<file path="src/rtl/gpio_bank_pkg.sv">
package gpio_bank_pkg;

  typedef enum logic [2:0] {
    RK_NONE,
    RK_OUT,
    RK_MODE,
    RK_DIR,
    RK_PIN,
    RK_SELA,
    RK_SELB
  } reg_kind_e;

  localparam logic [1:0] SZ_BYTE = 2'b00;

  localparam logic [7:0] BASE_OUT  = 8'h00;
  localparam logic [7:0] BASE_MODE = 8'h20;
  localparam logic [7:0] BASE_DIR  = 8'h60;
  localparam logic [7:0] BASE_PIN  = 8'h80;
  localparam logic [7:0] OFF_SELA  = 8'h44;
  localparam logic [7:0] OFF_SELB  = 8'h48;

  localparam logic [7:0] SELA_MASK = 8'h03;
  localparam logic [7:0] SELB_MASK = 8'h0F;
  localparam logic [7:0] SELB_RST  = 8'h0F;

  // ports pair up: 0,1 at +0/+1, 2,3 at +4/+5
  function automatic logic [7:0] port_slot(input int p);
    return 8'(((p >> 1) << 2) | (p & 1));
  endfunction

  function automatic logic [7:0] out_mask(input int p);
    return (p == 3) ? 8'h03 : 8'hFF;
  endfunction

  function automatic logic [7:0] mode_mask(input int p);
    if (p < 2)       return 8'h01;
    else if (p == 2) return 8'hFF;
    else             return 8'h03;
  endfunction

  function automatic logic [7:0] mode_rst(input int p);
    return (p == 2) ? 8'hFF : 8'h00;
  endfunction

endpackage

</file>
<file path="src/rtl/gpio_addr_decode.sv">
module gpio_addr_decode
  import gpio_bank_pkg::*;
#(
  parameter int unsigned NPORTS = 4,
  parameter int unsigned AW     = 8,
  localparam int unsigned PW    = (NPORTS > 1) ? $clog2(NPORTS) : 1
) (
  input  logic [AW-1:0] addr_i,
  output reg_kind_e     kind_o,
  output logic [PW-1:0] port_o
);

  always_comb begin
    kind_o = RK_NONE;
    port_o = '0;
    if (addr_i == AW'(OFF_SELA)) kind_o = RK_SELA;
    if (addr_i == AW'(OFF_SELB)) kind_o = RK_SELB;
    for (int p = 0; p < int'(NPORTS); p++) begin
      if (addr_i == AW'(BASE_OUT + port_slot(p))) begin
        kind_o = RK_OUT;  port_o = PW'(p);
      end
      if (addr_i == AW'(BASE_MODE + port_slot(p))) begin
        kind_o = RK_MODE; port_o = PW'(p);
      end
      if (addr_i == AW'(BASE_DIR + port_slot(p))) begin
        kind_o = RK_DIR;  port_o = PW'(p);
      end
      if (addr_i == AW'(BASE_PIN + port_slot(p))) begin
        kind_o = RK_PIN;  port_o = PW'(p);
      end
    end
  end

endmodule

</file>
<file path="src/rtl/gpio_byte_reg.sv">
module gpio_byte_reg #(
  parameter int unsigned W       = 8,
  parameter logic [W-1:0] RST    = '0
) (
  input  logic         clk_i,
  input  logic         rst_ni,
  input  logic         we_i,
  input  logic [W-1:0] d_i,
  output logic [W-1:0] q_o
);

  always_ff @(posedge clk_i or negedge rst_ni) begin
    if (!rst_ni)   q_o <= RST;
    else if (we_i) q_o <= d_i;
  end

endmodule

</file>
<file path="src/rtl/gpio_pin_sync.sv">
module gpio_pin_sync #(
  parameter int unsigned W = 8
) (
  input  logic         clk_i,
  input  logic         rst_ni,
  input  logic [W-1:0] d_i,
  output logic [W-1:0] q_o
);

  logic [W-1:0] meta_q;

  always_ff @(posedge clk_i or negedge rst_ni) begin
    if (!rst_ni) begin
      meta_q <= '0;
      q_o    <= '0;
    end else begin
      meta_q <= d_i;
      q_o    <= meta_q;
    end
  end

endmodule

</file>
<file path="src/rtl/gpio_bank.sv">
module gpio_bank
  import gpio_bank_pkg::*;
#(
  parameter int unsigned NPORTS = 4,
  parameter int unsigned DW     = 8,
  parameter int unsigned AW     = 8
) (
  input  logic               clk_i,
  input  logic               rst_ni,
  input  logic               req_i,
  input  logic               we_i,
  input  logic [1:0]         size_i,
  input  logic [AW-1:0]      addr_i,
  input  logic [DW-1:0]      wdata_i,
  output logic [DW-1:0]      rdata_o,
  output logic               err_o,
  input  logic [NPORTS*DW-1:0] pins_i,
  output logic [NPORTS*DW-1:0] out_o,
  output logic [NPORTS*DW-1:0] oe_o
);

  localparam int unsigned PW = (NPORTS > 1) ? $clog2(NPORTS) : 1;

  reg_kind_e     kind;
  logic [PW-1:0] port;

  logic [DW-1:0] out_q  [NPORTS];
  logic [DW-1:0] mode_q [NPORTS];
  logic [DW-1:0] dir_q  [NPORTS];
  logic [DW-1:0] pin_q  [NPORTS];
  logic [DW-1:0] sela_q, selb_q;

  logic [DW-1:0] wmask;
  logic [DW-1:0] rval;
  logic          mapped;
  logic          wr_ok;
  logic          commit;

  gpio_addr_decode #(.NPORTS(NPORTS), .AW(AW)) u_dec (
    .addr_i (addr_i),
    .kind_o (kind),
    .port_o (port)
  );

  assign mapped = (kind != RK_NONE) && (size_i == SZ_BYTE);

  always_comb begin
    wmask = '0;
    rval  = '0;
    unique case (kind)
      RK_OUT:  begin wmask = DW'(out_mask(int'(port)));  rval = out_q[port];  end
      RK_MODE: begin wmask = DW'(mode_mask(int'(port))); rval = mode_q[port]; end
      RK_DIR:  begin wmask = DW'(out_mask(int'(port)));  rval = dir_q[port];  end
      RK_PIN:  begin wmask = '0;                         rval = pin_q[port];  end
      RK_SELA: begin wmask = DW'(SELA_MASK);             rval = sela_q;       end
      RK_SELB: begin wmask = DW'(SELB_MASK);             rval = selb_q;       end
      default: ;
    endcase
  end

  // whole-write refusal: a single forbidden bit kills the access
  assign wr_ok  = mapped && (kind != RK_PIN) && ((wdata_i & ~wmask) == '0);
  assign commit = req_i && we_i && wr_ok;

  assign err_o   = req_i && (we_i ? !wr_ok : !mapped);
  assign rdata_o = (req_i && !we_i && mapped) ? rval : '0;

  for (genvar g = 0; g < int'(NPORTS); g++) begin : g_port
    logic hit;
    assign hit = commit && (port == PW'(g));

    gpio_byte_reg #(.W(DW), .RST('0)) u_out (
      .clk_i (clk_i), .rst_ni (rst_ni),
      .we_i  (hit && kind == RK_OUT),
      .d_i   (wdata_i), .q_o (out_q[g])
    );

    gpio_byte_reg #(.W(DW), .RST(DW'(mode_rst(g)))) u_mode (
      .clk_i (clk_i), .rst_ni (rst_ni),
      .we_i  (hit && kind == RK_MODE),
      .d_i   (wdata_i), .q_o (mode_q[g])
    );

    gpio_byte_reg #(.W(DW), .RST('0)) u_dir (
      .clk_i (clk_i), .rst_ni (rst_ni),
      .we_i  (hit && kind == RK_DIR),
      .d_i   (wdata_i), .q_o (dir_q[g])
    );

    gpio_pin_sync #(.W(DW)) u_sync (
      .clk_i (clk_i), .rst_ni (rst_ni),
      .d_i   (pins_i[g*DW +: DW]),
      .q_o   (pin_q[g])
    );

    assign out_o[g*DW +: DW] = out_q[g];
    assign oe_o[g*DW +: DW]  = dir_q[g];
  end

  gpio_byte_reg #(.W(DW), .RST('0)) u_sela (
    .clk_i (clk_i), .rst_ni (rst_ni),
    .we_i  (commit && kind == RK_SELA),
    .d_i   (wdata_i), .q_o (sela_q)
  );

  gpio_byte_reg #(.W(DW), .RST(DW'(SELB_RST))) u_selb (
    .clk_i (clk_i), .rst_ni (rst_ni),
    .we_i  (commit && kind == RK_SELB),
    .d_i   (wdata_i), .q_o (selb_q)
  );

endmodule

</file>
<file path="config.mk">
export PLATFORM = sky130hd
export DESIGN_NAME = gpio_bank
export DESIGN_NICKNAME = d
export VERILOG_FILES = /design/src/rtl/gpio_bank_pkg.sv /design/src/rtl/gpio_addr_decode.sv /design/src/rtl/gpio_byte_reg.sv /design/src/rtl/gpio_pin_sync.sv /design/src/rtl/gpio_bank.sv
export SDC_FILE = /design/constraint.sdc
export NUM_CORES = 1
export LEC_CHECK = 0
export ABC_AREA = 1
export BUFFER_PORTS_ARGS = -buffer_cell sky130_fd_sc_hd__buf_2
export CELL_PAD_IN_SITES_DETAIL_PLACEMENT = 1
export CELL_PAD_IN_SITES_GLOBAL_PLACEMENT = 2
export CORE_MARGIN = 2
export CORE_UTILIZATION = 35
export DETAILED_ROUTE_END_ITERATION = 10
export PLACE_DENSITY_LB_ADDON = 0.1
export SYNTH_ARGS = -nofsm -noshare
export SYNTH_HDL_FRONTEND = slang
export SYNTH_SLANG_ARGS = --single-unit
</file>
<file path="constraint.sdc">
create_clock -name clk_i -period 2.4 [get_ports clk_i]
set_input_delay 0.24 -clock clk_i [delete_from_list [all_inputs] [get_ports clk_i]]
set_output_delay 0.24 -clock clk_i [all_outputs]
set_load 0.05 [all_outputs]
</file>
After elaboration in Yosys (flattened, before gate mapping). Cells that the tools add are included. Widths: inputs -> output; s select.

Output and inout bits: 73. Word-level logic and storage cells: 140. Register bits: 176. Input bits: 54.

Reductions and logical operators: 35. Multiplexer cells: 49. Bitwise gates (word level): 3. Equality and inequality tests: 29. Order comparisons: 2.

Operators with widths (number): $mux 8 (12); $bmux 8 s2 (4); $mux 3 (18); $eq 8x7->1 const B (6); $pmux 8 s6 (1); $eq 8x6->1 const B (4); $eq 8x8->1 const B (4); $pmux 8 s4 (1); $logic_and 1x1->1 (26); $eq 8x3->1 const B (2); $logic_not 8->1 (2); $mux 2 (8); $eq 3x3->1 const B (3); $and 8x8->8 (1); $eq 8x1->1 const B (1); $not 8->8 (1); $eq 2x2->1 const B (3); $eq 3x2->1 const B (2); $mux 1 (5); $eq 2x1->1 const B (2); $logic_not 2->1 (2); $eq 3x1->1 const B (1); $ge 3x3->1 const B (1); $logic_not 1->1 (3); other kinds (5) (5).

Logic depth before layout (Yosys ltp).
Word-level depth: 29. Depth in mapped cells: 18. Mapped depth without buffers: 17.

Modules after synthesis. From an unflattened synthesis, not the netlist that was laid out.

Cells, all modules: 926. Area total of the unflattened synthesis: 7704.9 sq um.

Modules (own cells, without submodules): gpio_byte_reg at g_port[0].u_dir ... (seq. area each 200.2 sq um, cells each 34, instances 12, area each 305.3 sq um); gpio_pin_sync (seq. area each 400.4 sq um, cells each 16, instances 4, area each 400.4 sq um); gpio_bank (seq. area each 0.0 sq um, cells each 323, instances 1, area each 1485.2 sq um); gpio_addr_decode (seq. area each 0.0 sq um, cells each 63, instances 1, area each 329.1 sq um); gpio_byte_reg at g_port[2].u_mode (seq. area each 210.2 sq um, cells each 34, instances 1, area each 315.3 sq um); gpio_byte_reg at u_selb (seq. area each 205.2 sq um, cells each 34, instances 1, area each 310.3 sq um).

Worst setup path after synthesis. No wires, ideal clock.

Kind: input to output. Start point: input port addr_i[1]. End point: output port err_o. Arrival time: 2721 ps. Stages: 15. Path slack: -561 ps. Path buffers: 1. Required time: 2160 ps. Path through: inv_1 -> nand2_2 -> nor2_1 -> nand2_2 -> inv_4 -> nor2_1 -> nand3_1 -> nor2_1 -> nor2_1 -> nand3_1 -> nor2_2 -> nor2_2 -> nor2_4 -> buf_6 -> nor3b_1.

Word-level cells in the longest chain between the ends: 29. Elaborated cells between the ends (all ways): 73.

RTL lines: from (decl) (RTL line gpio_bank.sv:13) `input logic [AW-1:0] addr_i,`; $eq 8x7->1 (RTL line gpio_addr_decode.sv:16) `if (addr_i == AW'(OFF_SELA)) kind_o = RK_SELA;`; $mux 3 (RTL line gpio_addr_decode.sv:16); $mux 3 (RTL line gpio_addr_decode.sv:17) `if (addr_i == AW'(OFF_SELB)) kind_o = RK_SELB;`; $mux 3 (RTL line gpio_addr_decode.sv:19) `if (addr_i == AW'(BASE_OUT + port_slot(p))) begin`; $mux 3 (RTL line gpio_addr_decode.sv:22) `if (addr_i == AW'(BASE_MODE + port_slot(p))) begin`; $mux 3 (RTL line gpio_addr_decode.sv:25) `if (addr_i == AW'(BASE_DIR + port_slot(p))) begin`; $mux 3 (RTL line gpio_addr_decode.sv:28) `if (addr_i == AW'(BASE_PIN + port_slot(p))) begin`; $mux 3 (RTL line gpio_addr_decode.sv:19); [... 13 more ...]; $pmux 8 s4 (RTL line gpio_bank.sv:50) `unique case (kind)`; $not 8->8 (RTL line gpio_bank.sv:62) `assign wr_ok = mapped && (kind != RK_PIN) && ((wdata_i & ~wmask) == '0);`; $and 8x8->8 (RTL line gpio_bank.sv:62); $logic_not 8->1 (RTL line gpio_bank.sv:62); $logic_and 1x1->1 (RTL line gpio_bank.sv:62); $logic_not 1->1 (RTL line gpio_bank.sv:65) `assign err_o = req_i && (we_i ? !wr_ok : !mapped);`; $mux 1 (*) (RTL line gpio_bank.sv:65); $logic_and 1x1->1 (*) (RTL line gpio_bank.sv:65); to (decl) (RTL line gpio_bank.sv:16) `output logic err_o,`.

Every way passes the cells marked *; elsewhere a longest branch is shown, timed or not.

Final worst setup path.
Start point: input port addr_i[5]. End point: output port rdata_o[4].

Word-level cells in the longest chain between the ends: 23. Elaborated cells between the ends (all ways): 72.

RTL lines: parallel branches: the longest is 22 deep, another holds $eq 8x7->1; $mux 8 (*) (RTL line gpio_bank.sv:66) `assign rdata_o = (req_i && !we_i && mapped) ? rval : '0;`; to (decl) (RTL line gpio_bank.sv:15) `output logic [DW-1:0] rdata_o,`.

Mark *: on every way between the ends. The select of a mux whose other input is x is not followed.

==> metrics.txt <==
number of maximum-capacitance constraint violations=0; master of the slowest instance on the critical path=sky130_fd_sc_hd__nor3_4; number of buffers created by CTS=17; aggregate global-route resource usage=0.251; Final Instance Count excl. Fillers=1359; Setup crit end kind=primary output; via count=7008; Mapped Cells=814; post-CTS clock slew at the launch and capture registers of the worst setup and hold paths=80 ps; arrival time of the worst setup path=2400 ps; depth of the worst hold-timing path=3; sink count of the clock tree=176; Final Slew Violations=0; setup repair after global routing missed its margin=true; TritonCTS clock tree=built; vias per cell=5.16; maximum frequency from static timing analysis=378 MHz; syn avg cell area=9.39 sq um; core region area=0.0216 sq mm; antenna violations before repair=0; Post-Syn Area=0.00765 sq mm; library cell appearing most often on the critical path=sky130_fd_sc_hd__buf_4; latest clock arrival within the worst-skew pair=440 ps; top library cells by usage in the layout, fill and taps aside=sky130_fd_sc_hd__nand2_1 (247), sky130_fd_sc_hd__dfrtp_1 (164), sky130_fd_sc_hd__buf_2 (109), sky130_fd_sc_hd__buf_4 (93), sky130_fd_sc_hd__nand4_1 (74); critical setup path kind=input pin to primary output; maximum number of pins on one net before global-route repair=65; deepest clock path buffer count=2; Antenna Violating Nets Remaining=0; Total Wirelength=28.6 mm; # placed instances=1259; Cell Area, Placed=0.00940 sq mm; Max transition margin=0.552; Chip Width=152 um; final-report setup violation count=9; setup skew after layout=8.11 ps; diodes inserted=0; most common library cell in the layout ignoring fill and taps=sky130_fd_sc_hd__nand2_1; remaining global-route overflow=0; overall die height=152 um; violations in the final reports=setup timing; cell breakdown of the critical path=buf_4 > nor2_4 > nand3_4 > buf_4 > nor2_4 > buf_4 > inv_1 > nand4_1 > nand2_2 > nor3_4 > buf_6 > o21ai_1 > buf_4 > a31oi_4 > buf_12; PD cells=574 mW/mm^2; slack of the critical path=-244 ps; number of global-route vias before repair=7583; highest fanout seen on the critical path=5; placed wire-length estimate=19.0 mm; CP peak stage delay=290 ps; filler cell count in the final layout=2417; wire length of the first global-routing pass=45.0 mm; pre-CTS setup slack=-513 ps; Req. time, crit path=2160 ps; period utilization=1.10; time the worst path needs with I/O delays and setup=2640 ps; Port Buffer Count=126; post-route standard cell area excluding fillers=0.0113 sq mm; Initial Utilization=0.354; crit path buf inv count=7; Yosys warnings=0; worst supply voltage drop on vdd=400 uV; Final Hold Violating Endpoints=0; count of H-tree levels built during CTS=4; CTS Root Buffer Type=sky130_fd_sc_hd__clkbuf_16; fraction of layout cells with a size suffix above 1=0.385; placer's final routability congestion estimate=0.838; total of flip-flops plus latches after synthesis=176; number of distinct library cells after synthesis=30; type of the most critical hold path=input pin to flip-flop; CP top delay family=buffers and inverters; path depth of the worst reg2reg path=2; routed wire length per instance=21.0 um; number of cell rows=54; Net Count, Synth=868; path length in cells of the critical path=15; area of the die=0.0230 sq mm; io pins=127; fraction of the yosys area taken by sequential cells=0.578; result of the run=finished with violations; post-synthesis to final-layout area growth=47.8%; violation count after the first detailed-routing iteration=491; Worst Setup Start Kind=input pin; NumNets Final=1120; reported leakage power=6.01 nW; actual transition at the worst max-transition pin=673 ps; DRT Pass-1 Iters=4; # DRC=0
-- flip-flops by register name, summed over array words and instances, names as in the netlist --
| name | flops |
|---|---|
| g_port.u_mode.q_o | 32 |
| g_port.u_sync.q_o | 32 |
| u_selb.q_o | 8 |
| g_port.u_dir.q_o | 32 |
| u_sela.q_o | 8 |
| g_port.u_sync.meta_q | 32 |
| g_port.u_out.q_o | 32 |
-- final timing paths --
kind,from,end,slack (ps)
max in group asynchronous,rst_ni,u_selb.q_o[2],1230
max,addr_i[5],rdata_o[4],-240
max reg2reg,g_port[2].u_mode.q_o[2],g_port[2].u_mode.q_o[2],1660
min,wdata_i[1],u_selb.q_o[1],60
min in group asynchronous,rst_ni,u_sela.q_o[4],370
min reg2reg,g_port[0].u_sync.meta_q[1],g_port[0].u_sync.q_o[1],350
-- tightest hold or removal path: stages --
cell and delay, ps:
sky130_fd_sc_hd__buf_2 140, sky130_fd_sc_hd__nand2_1 80, sky130_fd_sc_hd__nand2_1 40
-- final cells by class --
type | instances | area, sq um | share of cell area
clock inverter | 15 | 211 | 0.0187
multi-input combinational | 524 | 3290 | 0.291
timing repair buffer | 281 | 2330 | 0.206
inverter | 66 | 277 | 0.0245
sequential | 176 | 4420 | 0.391
clock buffer | 17 | 425 | 0.0376
tap | 280 | 350 | 0.0310
-- Yosys cell counts (all sizes together) --
master | number | area (sq um)
a22o | 54 | 473
a22oi | 2 | 15.0
a31o | 1 | 8.76
a31oi | 7 | 43.8
and3 | 1 | 6.26
buf | 24 | 156
clkbuf | 24 | 95.1
dfrtp | 164 | 4100
dfstp | 12 | 315
inv | 66 | 250
nand2 | 281 | 1070
nand3 | 10 | 50.1
nand3b | 1 | 7.51
nand4 | 82 | 633
nor2 | 46 | 205
nor3 | 3 | 26.3
nor3b | 1 | 7.51
o21ai | 35 | 175
-- what timing repair did --
item / 4_1_cts / 5_1_grt
pin swaps: 48 / 22
hold endpoints to repair: 89 / 0
endpoints found under the setup margin: 9 / 118
hold buffers: 33 / 0
gates resized for setup: 144 / 52
buffers inserted: 23 / 12
gates cloned: 3 / 1
-- per-stage QoR --
step	util	hold slack, ps	TNS, ps	power [mW]
final	0.523	58.0	-2000	6.49
after detailed placement	0.435	297	-45530	3.40
after global placement	0.435	284	-47020	3.39
after global routing	0.523	68.1	-6820	6.71
after floorplan	-	-55.6	-64.0	3.19
after CTS	0.510	35.2	-1270	6.50
-- logic make-up after synthesis --
group,share of synthesized area
flip-flops,0.578
AO/OA/AOI/OAI,0.0936
buffers and inverters,0.0656
AND/OR/NAND/NOR,0.263
-- where the power goes --
part	switching, mW	internal [mW]	leakage, nW
clock network	1.55	1.46	0.305
registers	0.0187	3.02	2.27
logic	0.259	0.179	3.44
-- metal layers --
metal	wire (um)	vias up	track usage
met3	1270	16	0.0465
li1	-	3225	-
met5	0	-	0
met4	231	0	0.0476
met2	14000	162	0.411
met1	13100	3605	0.354
(Power assumes the default switching activity.)
